[src/rtl/tmap_pkg.sv]
package tmap_pkg;

  localparam int unsigned TILE_BYTES_LOG2 = 14;
  localparam int unsigned SUBTILE_LOG2    = 4;
  localparam int unsigned META_ENTRY_LOG2 = 3;
  localparam int unsigned ALIGN_LOG2      = 7;
  localparam int unsigned SIDE_MAX_LOG2   = 7;
  localparam int unsigned GRID_BITS       = 16;
  localparam logic [2:0]  CODE_MAX        = 3'd4;

  typedef enum logic [1:0] {
    ST_IDLE  = 2'd0,
    ST_SETUP = 2'd1,
    ST_RUN   = 2'd2,
    ST_DRAIN = 2'd3
  } walk_st_e;

  // tile width log2: 7,7,6,6,5 for codes 0..4
  function automatic logic [2:0] side_w_log2(input logic [2:0] code);
    return 3'd7 - {1'b0, code[2:1]};
  endfunction

  // tile height log2: 7,6,6,5,5 for codes 0..4
  function automatic logic [2:0] side_h_log2(input logic [2:0] code);
    logic [2:0] t;
    t = code + 3'd1;
    return 3'd7 - {1'b0, t[2:1]};
  endfunction

  function automatic logic [5:0] ceil_log2(input logic [31:0] v);
    logic [5:0] r;
    r = '0;
    for (int i = 0; i < 32; i++) begin
      if ((64'd1 << i) < {32'd0, v}) r = 6'(i + 1);
    end
    return r;
  endfunction

  // interleave masked in-tile coordinates; x feeds even bits
  function automatic logic [2*SIDE_MAX_LOG2-1:0] tile_zorder(
    input logic [SIDE_MAX_LOG2-1:0] x,
    input logic [SIDE_MAX_LOG2-1:0] y,
    input logic [2:0] wl,
    input logic [2:0] hl);
    logic [2*SIDE_MAX_LOG2-1:0] r;
    r = '0;
    for (int i = 0; i < int'(SIDE_MAX_LOG2); i++) begin
      if (i < int'(wl)) r[2*i]   = x[i];
      if (i < int'(hl)) r[2*i+1] = y[i];
    end
    return r;
  endfunction

  // Z-index over a power-of-two grid of 2^a by 2^b cells
  function automatic logic [2*GRID_BITS-1:0] grid_zorder(
    input logic [GRID_BITS-1:0] sx,
    input logic [GRID_BITS-1:0] sy,
    input logic [4:0] a,
    input logic [4:0] b);
    logic [2*GRID_BITS-1:0] r;
    int m;
    r = '0;
    m = (a < b) ? int'(a) : int'(b);
    for (int i = 0; i < int'(GRID_BITS); i++) begin
      if (i < m) begin
        r[2*i]   = sx[i];
        r[2*i+1] = sy[i];
      end else begin
        if (i < int'(a)) r[m+i] = sx[i];
        if (i < int'(b)) r[m+i] = sy[i];
      end
    end
    return r;
  endfunction

endpackage

[src/rtl/tmap_geom.sv]
module tmap_geom
  import tmap_pkg::*;
#(
  parameter int DIM_W  = 13,
  parameter int ADDR_W = 32
) (
  input  logic              clk,
  input  logic              rst,
  input  logic              load,
  input  logic [DIM_W-1:0]  in_width,
  input  logic [DIM_W-1:0]  in_height,
  input  logic [2:0]        in_code,
  input  logic              in_comp,
  input  logic [ADDR_W-1:0] in_base,
  output logic [DIM_W-1:0]  width_q,
  output logic [DIM_W-1:0]  height_q,
  output logic [2:0]        code_q,
  output logic              comp_q,
  output logic [ADDR_W-1:0] base_q,
  output logic [2:0]        tw_q,
  output logic [2:0]        th_q,
  output logic [DIM_W-1:0]  tpr_q,
  output logic [4:0]        ga_q,
  output logic [4:0]        gb_q,
  output logic [DIM_W+3:0]  stride_q,
  output logic [ADDR_W-1:0] body_q,
  output logic [ADDR_W-1:0] meta_base_q
);

  localparam int PROD_W = 2 * DIM_W;
  localparam logic [ADDR_W-1:0] PAD_MASK = ADDR_W'((1 << ALIGN_LOG2) - 1);

  logic [2:0]        tw_c, th_c;
  logic [DIM_W:0]    wsum, hsum;
  logic [DIM_W-1:0]  tpr_c, trows_c;
  logic [PROD_W-1:0] tiles_c;
  logic [ADDR_W-1:0] body_raw, body_c;
  logic [5:0]        clw, clh;
  logic [4:0]        ga_c, gb_c;

  // stage 1: capture the request
  always_ff @(posedge clk) begin
    if (rst) begin
      width_q  <= '0;
      height_q <= '0;
      code_q   <= '0;
      comp_q   <= 1'b0;
      base_q   <= '0;
    end else if (load) begin
      width_q  <= in_width;
      height_q <= in_height;
      code_q   <= in_code;
      comp_q   <= in_comp;
      base_q   <= in_base;
    end
  end

  always_comb begin
    tw_c     = side_w_log2(code_q);
    th_c     = side_h_log2(code_q);
    wsum     = {1'b0, width_q}  + ((DIM_W+1)'(1) << tw_c) - (DIM_W+1)'(1);
    hsum     = {1'b0, height_q} + ((DIM_W+1)'(1) << th_c) - (DIM_W+1)'(1);
    tpr_c    = DIM_W'(wsum >> tw_c);
    trows_c  = DIM_W'(hsum >> th_c);
    tiles_c  = PROD_W'(tpr_c) * PROD_W'(trows_c);
    body_raw = ADDR_W'(tiles_c) << TILE_BYTES_LOG2;
    body_c   = (body_raw + PAD_MASK) & ~PAD_MASK;
    clw      = ceil_log2(32'(width_q));
    clh      = ceil_log2(32'(height_q));
    ga_c     = (clw > 6'(SUBTILE_LOG2)) ? 5'(clw - 6'(SUBTILE_LOG2)) : 5'd0;
    gb_c     = (clh > 6'(SUBTILE_LOG2)) ? 5'(clh - 6'(SUBTILE_LOG2)) : 5'd0;
  end

  // stage 2: derived geometry, settled one cycle after capture
  always_ff @(posedge clk) begin
    if (rst) begin
      tw_q        <= '0;
      th_q        <= '0;
      tpr_q       <= '0;
      ga_q        <= '0;
      gb_q        <= '0;
      stride_q    <= '0;
      body_q      <= '0;
      meta_base_q <= '0;
    end else begin
      tw_q        <= tw_c;
      th_q        <= th_c;
      tpr_q       <= tpr_c;
      ga_q        <= ga_c;
      gb_q        <= gb_c;
      stride_q    <= (DIM_W+4)'(width_q) << code_q;
      body_q      <= body_c;
      meta_base_q <= base_q + body_c;
    end
  end

endmodule

[src/rtl/tmap_walk.sv]
module tmap_walk
  import tmap_pkg::*;
#(
  parameter int DIM_W = 13
) (
  input  logic             clk,
  input  logic             rst,
  input  logic             start,
  input  logic [ALIGN_LOG2-1:0] in_base_lo,
  input  logic [2:0]       in_code,
  input  logic [DIM_W-1:0] in_width,
  input  logic [DIM_W-1:0] in_height,
  input  logic [DIM_W-1:0] width_q,
  input  logic [DIM_W-1:0] height_q,
  input  logic             out_ready,
  output logic             load,
  output logic             adv,
  output logic             last_px,
  output logic [DIM_W-1:0] x,
  output logic [DIM_W-1:0] y,
  output logic             vld,
  output logic             busy,
  output logic             err
);

  walk_st_e st;
  logic     req_ok;
  logic     x_end;

  assign req_ok  = (in_base_lo == '0) && (in_code <= CODE_MAX) &&
                   (in_width != '0) && (in_height != '0);
  assign load    = start && (st == ST_IDLE) && req_ok;
  assign adv     = (st == ST_RUN) && (!vld || out_ready);
  assign x_end   = (x == width_q - DIM_W'(1));
  assign last_px = x_end && (y == height_q - DIM_W'(1));
  assign busy    = (st != ST_IDLE);

  always_ff @(posedge clk) begin
    if (rst) begin
      st  <= ST_IDLE;
      x   <= '0;
      y   <= '0;
      vld <= 1'b0;
      err <= 1'b0;
    end else begin
      if (adv)            vld <= 1'b1;
      else if (out_ready) vld <= 1'b0;
      case (st)
        ST_IDLE: begin
          if (start) begin
            if (req_ok) begin
              st  <= ST_SETUP;
              x   <= '0;
              y   <= '0;
              err <= 1'b0;
            end else begin
              err <= 1'b1;
            end
          end
        end
        ST_SETUP: st <= ST_RUN;
        ST_RUN: begin
          if (adv) begin
            if (last_px) st <= ST_DRAIN;
            else if (x_end) begin
              x <= '0;
              y <= y + DIM_W'(1);
            end else begin
              x <= x + DIM_W'(1);
            end
          end
        end
        default: begin
          if (vld && out_ready) st <= ST_IDLE;
        end
      endcase
    end
  end

  AST_STALL_KEEPS_VALID: assert property (@(posedge clk) disable iff (rst)
    vld && !out_ready |=> vld);
  AST_ERR_MEANS_IDLE: assert property (@(posedge clk) disable iff (rst)
    err |-> !busy);
  AST_NO_BEAT_IDLE: assert property (@(posedge clk) disable iff (rst)
    !busy |-> !vld);

endmodule

[src/rtl/tmap_addr.sv]
module tmap_addr
  import tmap_pkg::*;
#(
  parameter int DIM_W  = 13,
  parameter int ADDR_W = 32
) (
  input  logic              clk,
  input  logic              rst,
  input  logic              adv,
  input  logic              vld,
  input  logic              out_ready,
  input  logic [DIM_W-1:0]  x,
  input  logic [DIM_W-1:0]  y,
  input  logic              last_px,
  input  logic [ADDR_W-1:0] base_q,
  input  logic [2:0]        code_q,
  input  logic              comp_q,
  input  logic [2:0]        tw_q,
  input  logic [2:0]        th_q,
  input  logic [DIM_W-1:0]  tpr_q,
  input  logic [4:0]        ga_q,
  input  logic [4:0]        gb_q,
  input  logic [ADDR_W-1:0] meta_base_q,
  output logic [ADDR_W-1:0] out_addr,
  output logic [ADDR_W-1:0] out_meta,
  output logic              out_last
);

  localparam int PROD_W = 2 * DIM_W;

  logic [DIM_W-1:0]             tx, ty;
  logic [PROD_W-1:0]            tidx;
  logic [2*SIDE_MAX_LOG2-1:0]   zin;
  logic [2*GRID_BITS-1:0]       zsub;
  logic [ADDR_W-1:0]            pix_c, meta_c;

  always_comb begin
    tx     = x >> tw_q;
    ty     = y >> th_q;
    tidx   = PROD_W'(ty) * PROD_W'(tpr_q) + PROD_W'(tx);
    zin    = tile_zorder(x[SIDE_MAX_LOG2-1:0], y[SIDE_MAX_LOG2-1:0], tw_q, th_q);
    pix_c  = base_q + (ADDR_W'(tidx) << TILE_BYTES_LOG2) + (ADDR_W'(zin) << code_q);
    zsub   = grid_zorder(GRID_BITS'(x >> SUBTILE_LOG2), GRID_BITS'(y >> SUBTILE_LOG2),
                         ga_q, gb_q);
    meta_c = comp_q ? (meta_base_q + (ADDR_W'(zsub) << META_ENTRY_LOG2)) : '0;
  end

  always_ff @(posedge clk) begin
    if (rst) begin
      out_addr <= '0;
      out_meta <= '0;
      out_last <= 1'b0;
    end else if (adv) begin
      out_addr <= pix_c;
      out_meta <= meta_c;
      out_last <= last_px;
    end
  end

  AST_HOLD_BEAT: assert property (@(posedge clk) disable iff (rst)
    vld && !out_ready |=> $stable(out_addr) && $stable(out_meta) && $stable(out_last));
  AST_PIX_ALIGNED: assert property (@(posedge clk) disable iff (rst)
    vld |-> ((out_addr & ((ADDR_W'(1) << code_q) - ADDR_W'(1))) == '0));
  AST_META_ALIGNED: assert property (@(posedge clk) disable iff (rst)
    vld |-> (out_meta[META_ENTRY_LOG2-1:0] == '0));
  AST_LAST_WITH_VALID: assert property (@(posedge clk) disable iff (rst)
    vld && out_last |-> !adv);

endmodule

[src/rtl/tile_addr_gen.sv]
module tile_addr_gen
  import tmap_pkg::*;
#(
  parameter int DIM_W  = 13,
  parameter int ADDR_W = 32
) (
  input  logic              clk,
  input  logic              rst,
  input  logic              start,
  input  logic [DIM_W-1:0]  cfg_width,
  input  logic [DIM_W-1:0]  cfg_height,
  input  logic [2:0]        cfg_bpp_code,
  input  logic              cfg_compressed,
  input  logic [ADDR_W-1:0] cfg_base,
  output logic              busy,
  output logic              cfg_err,
  output logic              out_valid,
  input  logic              out_ready,
  output logic [ADDR_W-1:0] out_addr,
  output logic [ADDR_W-1:0] out_meta,
  output logic              out_last,
  output logic [DIM_W+3:0]  geo_stride,
  output logic [ADDR_W-1:0] geo_body_size,
  output logic [ADDR_W-1:0] geo_meta_base
);

  logic              load, adv, last_px;
  logic [DIM_W-1:0]  x, y, width_q, height_q, tpr_q;
  logic [2:0]        code_q, tw_q, th_q;
  logic              comp_q;
  logic [ADDR_W-1:0] base_q;
  logic [4:0]        ga_q, gb_q;

  tmap_geom #(.DIM_W(DIM_W), .ADDR_W(ADDR_W)) geom_i (
    .clk(clk), .rst(rst), .load(load),
    .in_width(cfg_width), .in_height(cfg_height), .in_code(cfg_bpp_code),
    .in_comp(cfg_compressed), .in_base(cfg_base),
    .width_q(width_q), .height_q(height_q), .code_q(code_q), .comp_q(comp_q),
    .base_q(base_q), .tw_q(tw_q), .th_q(th_q), .tpr_q(tpr_q),
    .ga_q(ga_q), .gb_q(gb_q), .stride_q(geo_stride),
    .body_q(geo_body_size), .meta_base_q(geo_meta_base)
  );

  tmap_walk #(.DIM_W(DIM_W)) walk_i (
    .clk(clk), .rst(rst), .start(start),
    .in_base_lo(cfg_base[ALIGN_LOG2-1:0]), .in_code(cfg_bpp_code),
    .in_width(cfg_width), .in_height(cfg_height),
    .width_q(width_q), .height_q(height_q), .out_ready(out_ready),
    .load(load), .adv(adv), .last_px(last_px), .x(x), .y(y),
    .vld(out_valid), .busy(busy), .err(cfg_err)
  );

  tmap_addr #(.DIM_W(DIM_W), .ADDR_W(ADDR_W)) addr_i (
    .clk(clk), .rst(rst), .adv(adv), .vld(out_valid), .out_ready(out_ready),
    .x(x), .y(y), .last_px(last_px),
    .base_q(base_q), .code_q(code_q), .comp_q(comp_q), .tw_q(tw_q), .th_q(th_q),
    .tpr_q(tpr_q), .ga_q(ga_q), .gb_q(gb_q), .meta_base_q(geo_meta_base),
    .out_addr(out_addr), .out_meta(out_meta), .out_last(out_last)
  );

  AST_GEOM_HELD: assert property (@(posedge clk) disable iff (rst)
    busy && $past(busy) && $past(busy, 2) |-> $stable(geo_stride) && $stable(geo_meta_base));

endmodule

[config.mk]
export PLATFORM = sky130hd
export DESIGN_NAME = tile_addr_gen
export DESIGN_NICKNAME = d
export VERILOG_FILES = /design/src/rtl/tmap_pkg.sv /design/src/rtl/tmap_geom.sv /design/src/rtl/tmap_walk.sv /design/src/rtl/tmap_addr.sv /design/src/rtl/tile_addr_gen.sv
export SDC_FILE = /design/constraint.sdc
export NUM_CORES = 1
export LEC_CHECK = 0
export BUFFER_PORTS_ARGS = -buffer_cell sky130_fd_sc_hd__clkbuf_2
export CAP_MARGIN = 0
export CORE_ASPECT_RATIO = 0.5
export CORE_MARGIN = 3
export CORE_UTILIZATION = 60
export DETAILED_ROUTE_END_ITERATION = 16
export PLACE_DENSITY = 0.79
export REMOVE_ABC_BUFFERS = 1
export SLEW_MARGIN = 20
export SYNTH_ARGS = -nofsm -noshare
export SYNTH_HDL_FRONTEND = slang
export SYNTH_HIERARCHICAL = 1
export SYNTH_SLANG_ARGS = --single-unit
[constraint.sdc]
create_clock -name clk -period 28.3 [get_ports clk]
set_clock_uncertainty 0.1 [all_clocks]
set_input_delay 2.83 -clock clk [delete_from_list [all_inputs] [get_ports clk]]
set_output_delay 2.83 -clock clk [all_outputs]
set_load 0.03 [all_outputs]
==> metrics, run 1 <==
post-route ant nets 0; DR pass1 iterations 6; die area 51800 um2; Syn Inst Count 3728; TritonCTS Buffers 26; Core ar. 47600 um2; actual slew at the worst max-slew pin 1.18 ns; power density over the cells 26.4 nW/um2; Yosys cell types 111; met1 Use GR 51.2%; initial antenna violation count 2; Ys Warns 6; sequential share of the synthesized area 17.0%; Worst-Skew Late Latency 0.60 ns; CTS tree built; fin nets 4358; count of final setup violators 0; max cap viols 0; Synth Flop Type dfxtp_1; Bufs on Longest Clock Path 3; first-pass GRT wire length 155 mm; Slew Viols, Final 0; Avg Cell Area, Syn 7.87 um2; wire length per cell 22.1 um; grt met2 use 59.6%; critical path data required time 28.73 ns; Total GRT Usage 37.7%; Setup TNS Final 0 ns; Initial Util 61.7%; WL final 99.5 mm; leakage 14.4 nW; worst IR drop on VDD 37.5 uV; fin crit period 11.43 ns; DR vias/cell 6.35; fraction of layout cells with a size suffix above 1 9.92%; CP max stage cell xor2_1; port buffer count 200; count leader, synth nor2_1; crit share post-route 40.4%; Max Clk Rate 87.5 MHz; Setup Fix Bufs, Post-CTS 0; Clock Pin Slew Worst Setup and Hold Paths 0.07 ns; Commonest cells post-synth nor2_1, inv_1, nand2_1; Max-slew headroom 21.3%; num rows 56; cts hold-fix bufs 0; Post-route DRC 0; Post-synth EDFFs 0; hpwl dp 78.6 mm; post_cts resized 0; area leader, netlist dfxtp_1; RSZ-0062 raised after global routing false; critical path startpoint category register; Synth async-reset ratio 0%; routability cong. 1.03; H-tree Lvls 1; Final Hold Fails 0; CP max stage delay 0.87 ns; top-area cell type share of the netlist area 17.0%; Clock Tree Root clkbuf_16; largest net degree at the start of global routing 93; element type at the critical path end register; number of top-level pins 215; vias in the first global route 27544; routed via count 28554; critical path class register to register; Synth Register Bits 249; Antenna Diode Count 0; clock sinks 249; GR Util met3 7.44%; ranking of synthesized cells by area dfxtp_1, fa_1, ha_1; Hold Path Class register to register; CP Data Arrival Time 11.86 ns; GRT Max-Usage Layer met2; DR iter-0 viols 3266; area growth from synthesis to layout 7.87%; Die W 319 um; outcome completed; die height 162 um; Worst Path Max Fanout 63; post-synthesis cell area 29300 um2; final hold slack 0.364 ns; GR Overflow Total 0
[power by group]
group	internal, mW	switching [mW]	total (mW)	leakage (nW)
Combinational	0.0374	0.0861	0.124	12.0
Sequential	0.353	0.00462	0.358	2.01
Clock	0.193	0.162	0.356	0.419
[layer usage]
layer  share of wire (%)  wire length [um]
met5               0.027                27
met4                 4.1              4080
met3                  10             10200
met2                  43             43200
met1                  42             42000
[metrics by stage]
stage	utilization (%)	instance area (um2)	total power, mW	setup WS [ns]	cells
global route	66.5	31700	0.864	16.02	4499
global placement	64.7	30800	0.483	17.44	4452
detailed placement	64.7	30800	0.484	17.02	4452
CTS	66.5	31600	0.834	16.98	4499
finish	66.5	31700	0.837	16.87	4499
floorplan	-	28700	0.442	17.58	3573
[final cells by class]
type,instances,area [um2]
Clock buffer,32,724
Timing Repair Buffer,241,1320
Sequential cell,249,4990
Multi-Input combinational cell,2960,22300
Clock inverter,15,133
Inverter,364,1370
Tap cell,638,798
Fill cell,4096,15900
[logic make-up (layout without fill, tap and decap cells)]
| family | count (synthesis) | count (layout) | synth area share, % |
|---|---|---|---|
| AND/OR/NAND/NOR | 1340 | 1340 | 22.3 |
| adder cells (fa/ha/maj) | 450 | 450 | 23.7 |
| multiplexers | 175 | 175 | 6.21 |
| other | 2 | 25 | 0.0256 |
| XOR/XNOR | 156 | 156 | 4.82 |
| flip-flops | 249 | 249 | 17.0 |
| AO/OA/AOI/OAI | 814 | 814 | 18.7 |
| buffers and inverters | 542 | 652 | 7.26 |
[path summary, 6_finish.rpt]
path              cells after the start                      to                 from  slack, ns
hold reg to reg                       2     addr_i/out_meta[23]  addr_i/out_meta[23]       0.36
setup reg to reg                     39  geom_i/meta_base_q[31]     geom_i/code_q[1]      16.87
hold / removal                        2     addr_i/out_meta[23]  addr_i/out_meta[23]       0.36
setup / recovery                     39  geom_i/meta_base_q[31]     geom_i/code_q[1]      16.87
[registers in the layout (all words and copies together) (netlist names), 5 cells and up]
| register | cells |
|---|---|
| addr_i/out_addr | 32 |
| addr_i/out_meta | 32 |
| geom_i/base_q | 32 |
| geom_i/body_q | 18 |
| geom_i/ga_q | 5 |
| geom_i/gb_q | 5 |
| geom_i/height_q | 13 |
| geom_i/meta_base_q | 32 |
| geom_i/stride_q | 17 |
| geom_i/tpr_q | 10 |
| geom_i/width_q | 13 |
| walk_i/x | 13 |
| walk_i/y | 13 |
[critical path: cells and delay by family, from the launching register on]
| kind | cells | cell delay, ns |
|---|---|---|
| buffers and inverters | 5 | 0.76 |
| AOI/OAI and AO/OA | 11 | 2.75 |
| adders and majority gates | 10 | 4.09 |
| DFF | 1 | 0.31 |
| and+or+nand+nor | 6 | 0.91 |
| xor gates and xnor gates | 5 | 1.56 |
| muxes | 2 | 0.84 |
[cells in the final DEF (no fill, tap or decap), drive strengths merged, types with 42 or more instances in the layout]
cell,netlist,layout
xor2,45,45
dfxtp,249,249
a21oi,209,209
nor2b,89,89
buf,47,42
fa,178,178
o21ai,183,183
mux2i,148,148
nand3,89,89
nand2,336,336
nand2b,50,50
inv,362,364
xnor2,108,108
nor3,75,75
and2,102,102
clkbuf,131,231
ha,272,272
a21o,44,44
nor2,398,398
Note: power is estimated with default switching activity, not from simulation.
==> inputs of run 2 (changes only) <==
--- a/config.mk
+++ b/config.mk
@@ -9,7 +9,7 @@
 export CAP_MARGIN = 0
 export CORE_ASPECT_RATIO = 0.5
 export CORE_MARGIN = 3
-export CORE_UTILIZATION = 60
+export CORE_UTILIZATION = 57
 export DETAILED_ROUTE_END_ITERATION = 16
 export PLACE_DENSITY = 0.79
 export REMOVE_ABC_BUFFERS = 1
==> constraint.sdc (replaced) <==
create_clock -name clk -period 10.4 [get_ports clk]
set_clock_uncertainty 0.1 [all_clocks]
set_input_delay 1.04 -clock clk [delete_from_list [all_inputs] [get_ports clk]]
set_output_delay 1.04 -clock clk [all_outputs]
set_load 0.03 [all_outputs]
==> run 2 against run 1 <==
  * Die area up 5.1%
  * Critical endpoint is now geom_i/meta_base_q[30]
  * Maximum frequency up 14%
  * Register-to-register slack worse by 16 ns
==> metrics, run 2 (synthesis gave the netlist of run 1 again) <==
outcome completed; first-pass GRT wire length 154 mm; Sequential Power Share 41.6%; die area 54400 um2; Clock Pin Slew Worst Setup and Hold Paths 0.07 ns; fin nets 4376; Max Clk Rate 99.9 MHz; element type at the critical path end register; fin crit period 10.01 ns; CP most frequent cell ha_1; Worst-Skew Late Latency 0.58 ns; DR vias/cell 6.26; Bufs on Longest Clock Path 3; CP Data Arrival Time 10.37 ns; RSZ-0062 raised after global routing false; Final Hold Fails 0; Clock Tree Root clkbuf_16; num rows 58; Setup Fix Bufs, Post-CTS 0; critical path class register to register; Finished Cell Area 32000 um2; post-route ant nets 0; clock sinks 249; Initial Util 58.0%; Total GRT Usage 35.4%; worst IR drop on VDD 87.5 uV; DR pass1 iterations 6; area growth from synthesis to layout 9.05%; Placed Area 31000 um2; DR iter-0 viols 3161; routability cong. 1.04; Highest Signal Layer met4; final core occ 63.3%; Sw Pwr 0.702 mW; die height 166 um; fill count 4386; count of final setup violators 0; Pint 1.64 mW; most common cell after layout, fill and taps aside nor2_1; GR Overflow Total 0; WL final 99.0 mm; actual slew at the worst max-slew pin 1.22 ns; CTS tree built; CP max stage cell o41ai_1; Die W 327 um; Final Power 2.34 mW; port buffer count 200; Worst Path Max Fanout 18; Post-route DRC 0; most frequent cells in the layout nor2_1, inv_1, nand2_1; initial antenna violation count 2; power density over the cells 73.1 nW/um2; worst setup margin 0.388 ns; number of top-level pins 215; TritonCTS Buffers 26; Net Sw Frac 30.0%; met2 wire length 43.2 mm; routed via count 28609; vias in the first global route 27489; crit share post-route 96.3%; critical path startpoint category register; fraction of layout cells with a size suffix above 1 10.6%; pre-CTS WS 0.172 ns; cts hold-fix bufs 0; met1 WL 41.9 mm; wire length per cell 21.7 um; Core ar. 50600 um2; H-tree Lvls 1; crit path buf inv count 6; combinational group share of total power 14.3%; leakage 14.6 nW; max cap viols 0; CP top delay family adder cells; Max-slew headroom 18.4%; critical path data required time 10.75 ns; CP max stage delay 0.79 ns; largest net degree at the start of global routing 145; Hold Path Class register to register; metal3 WL 9.75 mm; clock share of power 44.2%; Slew Viols, Final 0; hpwl dp 78.1 mm
run 2: cell types whose count changed in the layout (fill, tap and decap cells not counted), moves of 2 or more:
cell and change:
buf_4 +17, a21oi_1 -5, a21oi_2 +5, bufinv_16 +2, clkbuf_1 -2, clkinv_2 -2, clkinv_8 +2
run 2: layer usage:
metal / vias up / track usage [%]
li1: 13161 / -
met1: 13809 / 48.7
met2: 1421 / 55.7
met3: 218 / 6.67
met4: 0 / 12.3
met5: - / 0
run 2: worst paths after layout:
| check | start | endpoint | slack [ns] | cells past startpoint |
|---|---|---|---|---|
| worst max-delay path | geom_i/code_q[1] | geom_i/meta_base_q[30] | 0.39 | 38 |
| worst min-delay path | addr_i/out_meta[28] | addr_i/out_meta[28] | 0.36 | 2 |
| worst max register to register | geom_i/code_q[1] | geom_i/meta_base_q[30] | 0.39 | 38 |
| worst min register to register | addr_i/out_meta[28] | addr_i/out_meta[28] | 0.36 | 2 |
run 2: final cells by class:
class	count	area, um2	share of cell area, %
inverters	364	1370	4.27
repair buffers	259	1460	4.57
well taps	690	863	2.70
clock buffers	30	706	2.21
diodes	1	2.50	0.00782
clock inverters	18	225	0.704
multi-input cells	2960	22400	69.9
flip-flops and latches	249	4990	15.6
run 2: worst reg2reg max path, delay by kind of cell, from the launching register on:
family	cells	cell delay, ns
xor gates and xnor gates	3	0.70
adders and majority gates	10	3.74
AOI/OAI and AO/OA	13	3.53
DFF	1	0.46
buffers and inverters	6	0.51
and+or+nand+nor	6	0.85
run 2: power groups by stage:
stage	sequential, mW	combinational [mW]	clock (mW)
2_1_floorplan	0.997	0.205	0
3_3_place_gp	0.993	0.319	0
3_5_place_dp	0.994	0.320	0
4_1_cts	0.972	0.323	1.04
5_1_grt	0.973	0.363	1.08
6_report	0.972	0.334	1.03
run 2: timing repair:
action	in CTS	in global routing
setup endpoints to repair	0	6
gates resized for setup	0	11
hold endpoints to repair	0	0
run 2: metrics by stage:
step / hold WS [ns] / TNS [ns] / std cells
final: 0.361 / 0 / 4571
after global routing: 0.395 / 0 / 4570
after CTS: 0.361 / 0 / 4570
after detailed placement: 0.346 / 0 / 4522
after global placement: 0.338 / 0 / 4522
after floorplan: 0.341 / -0.323 / 3573
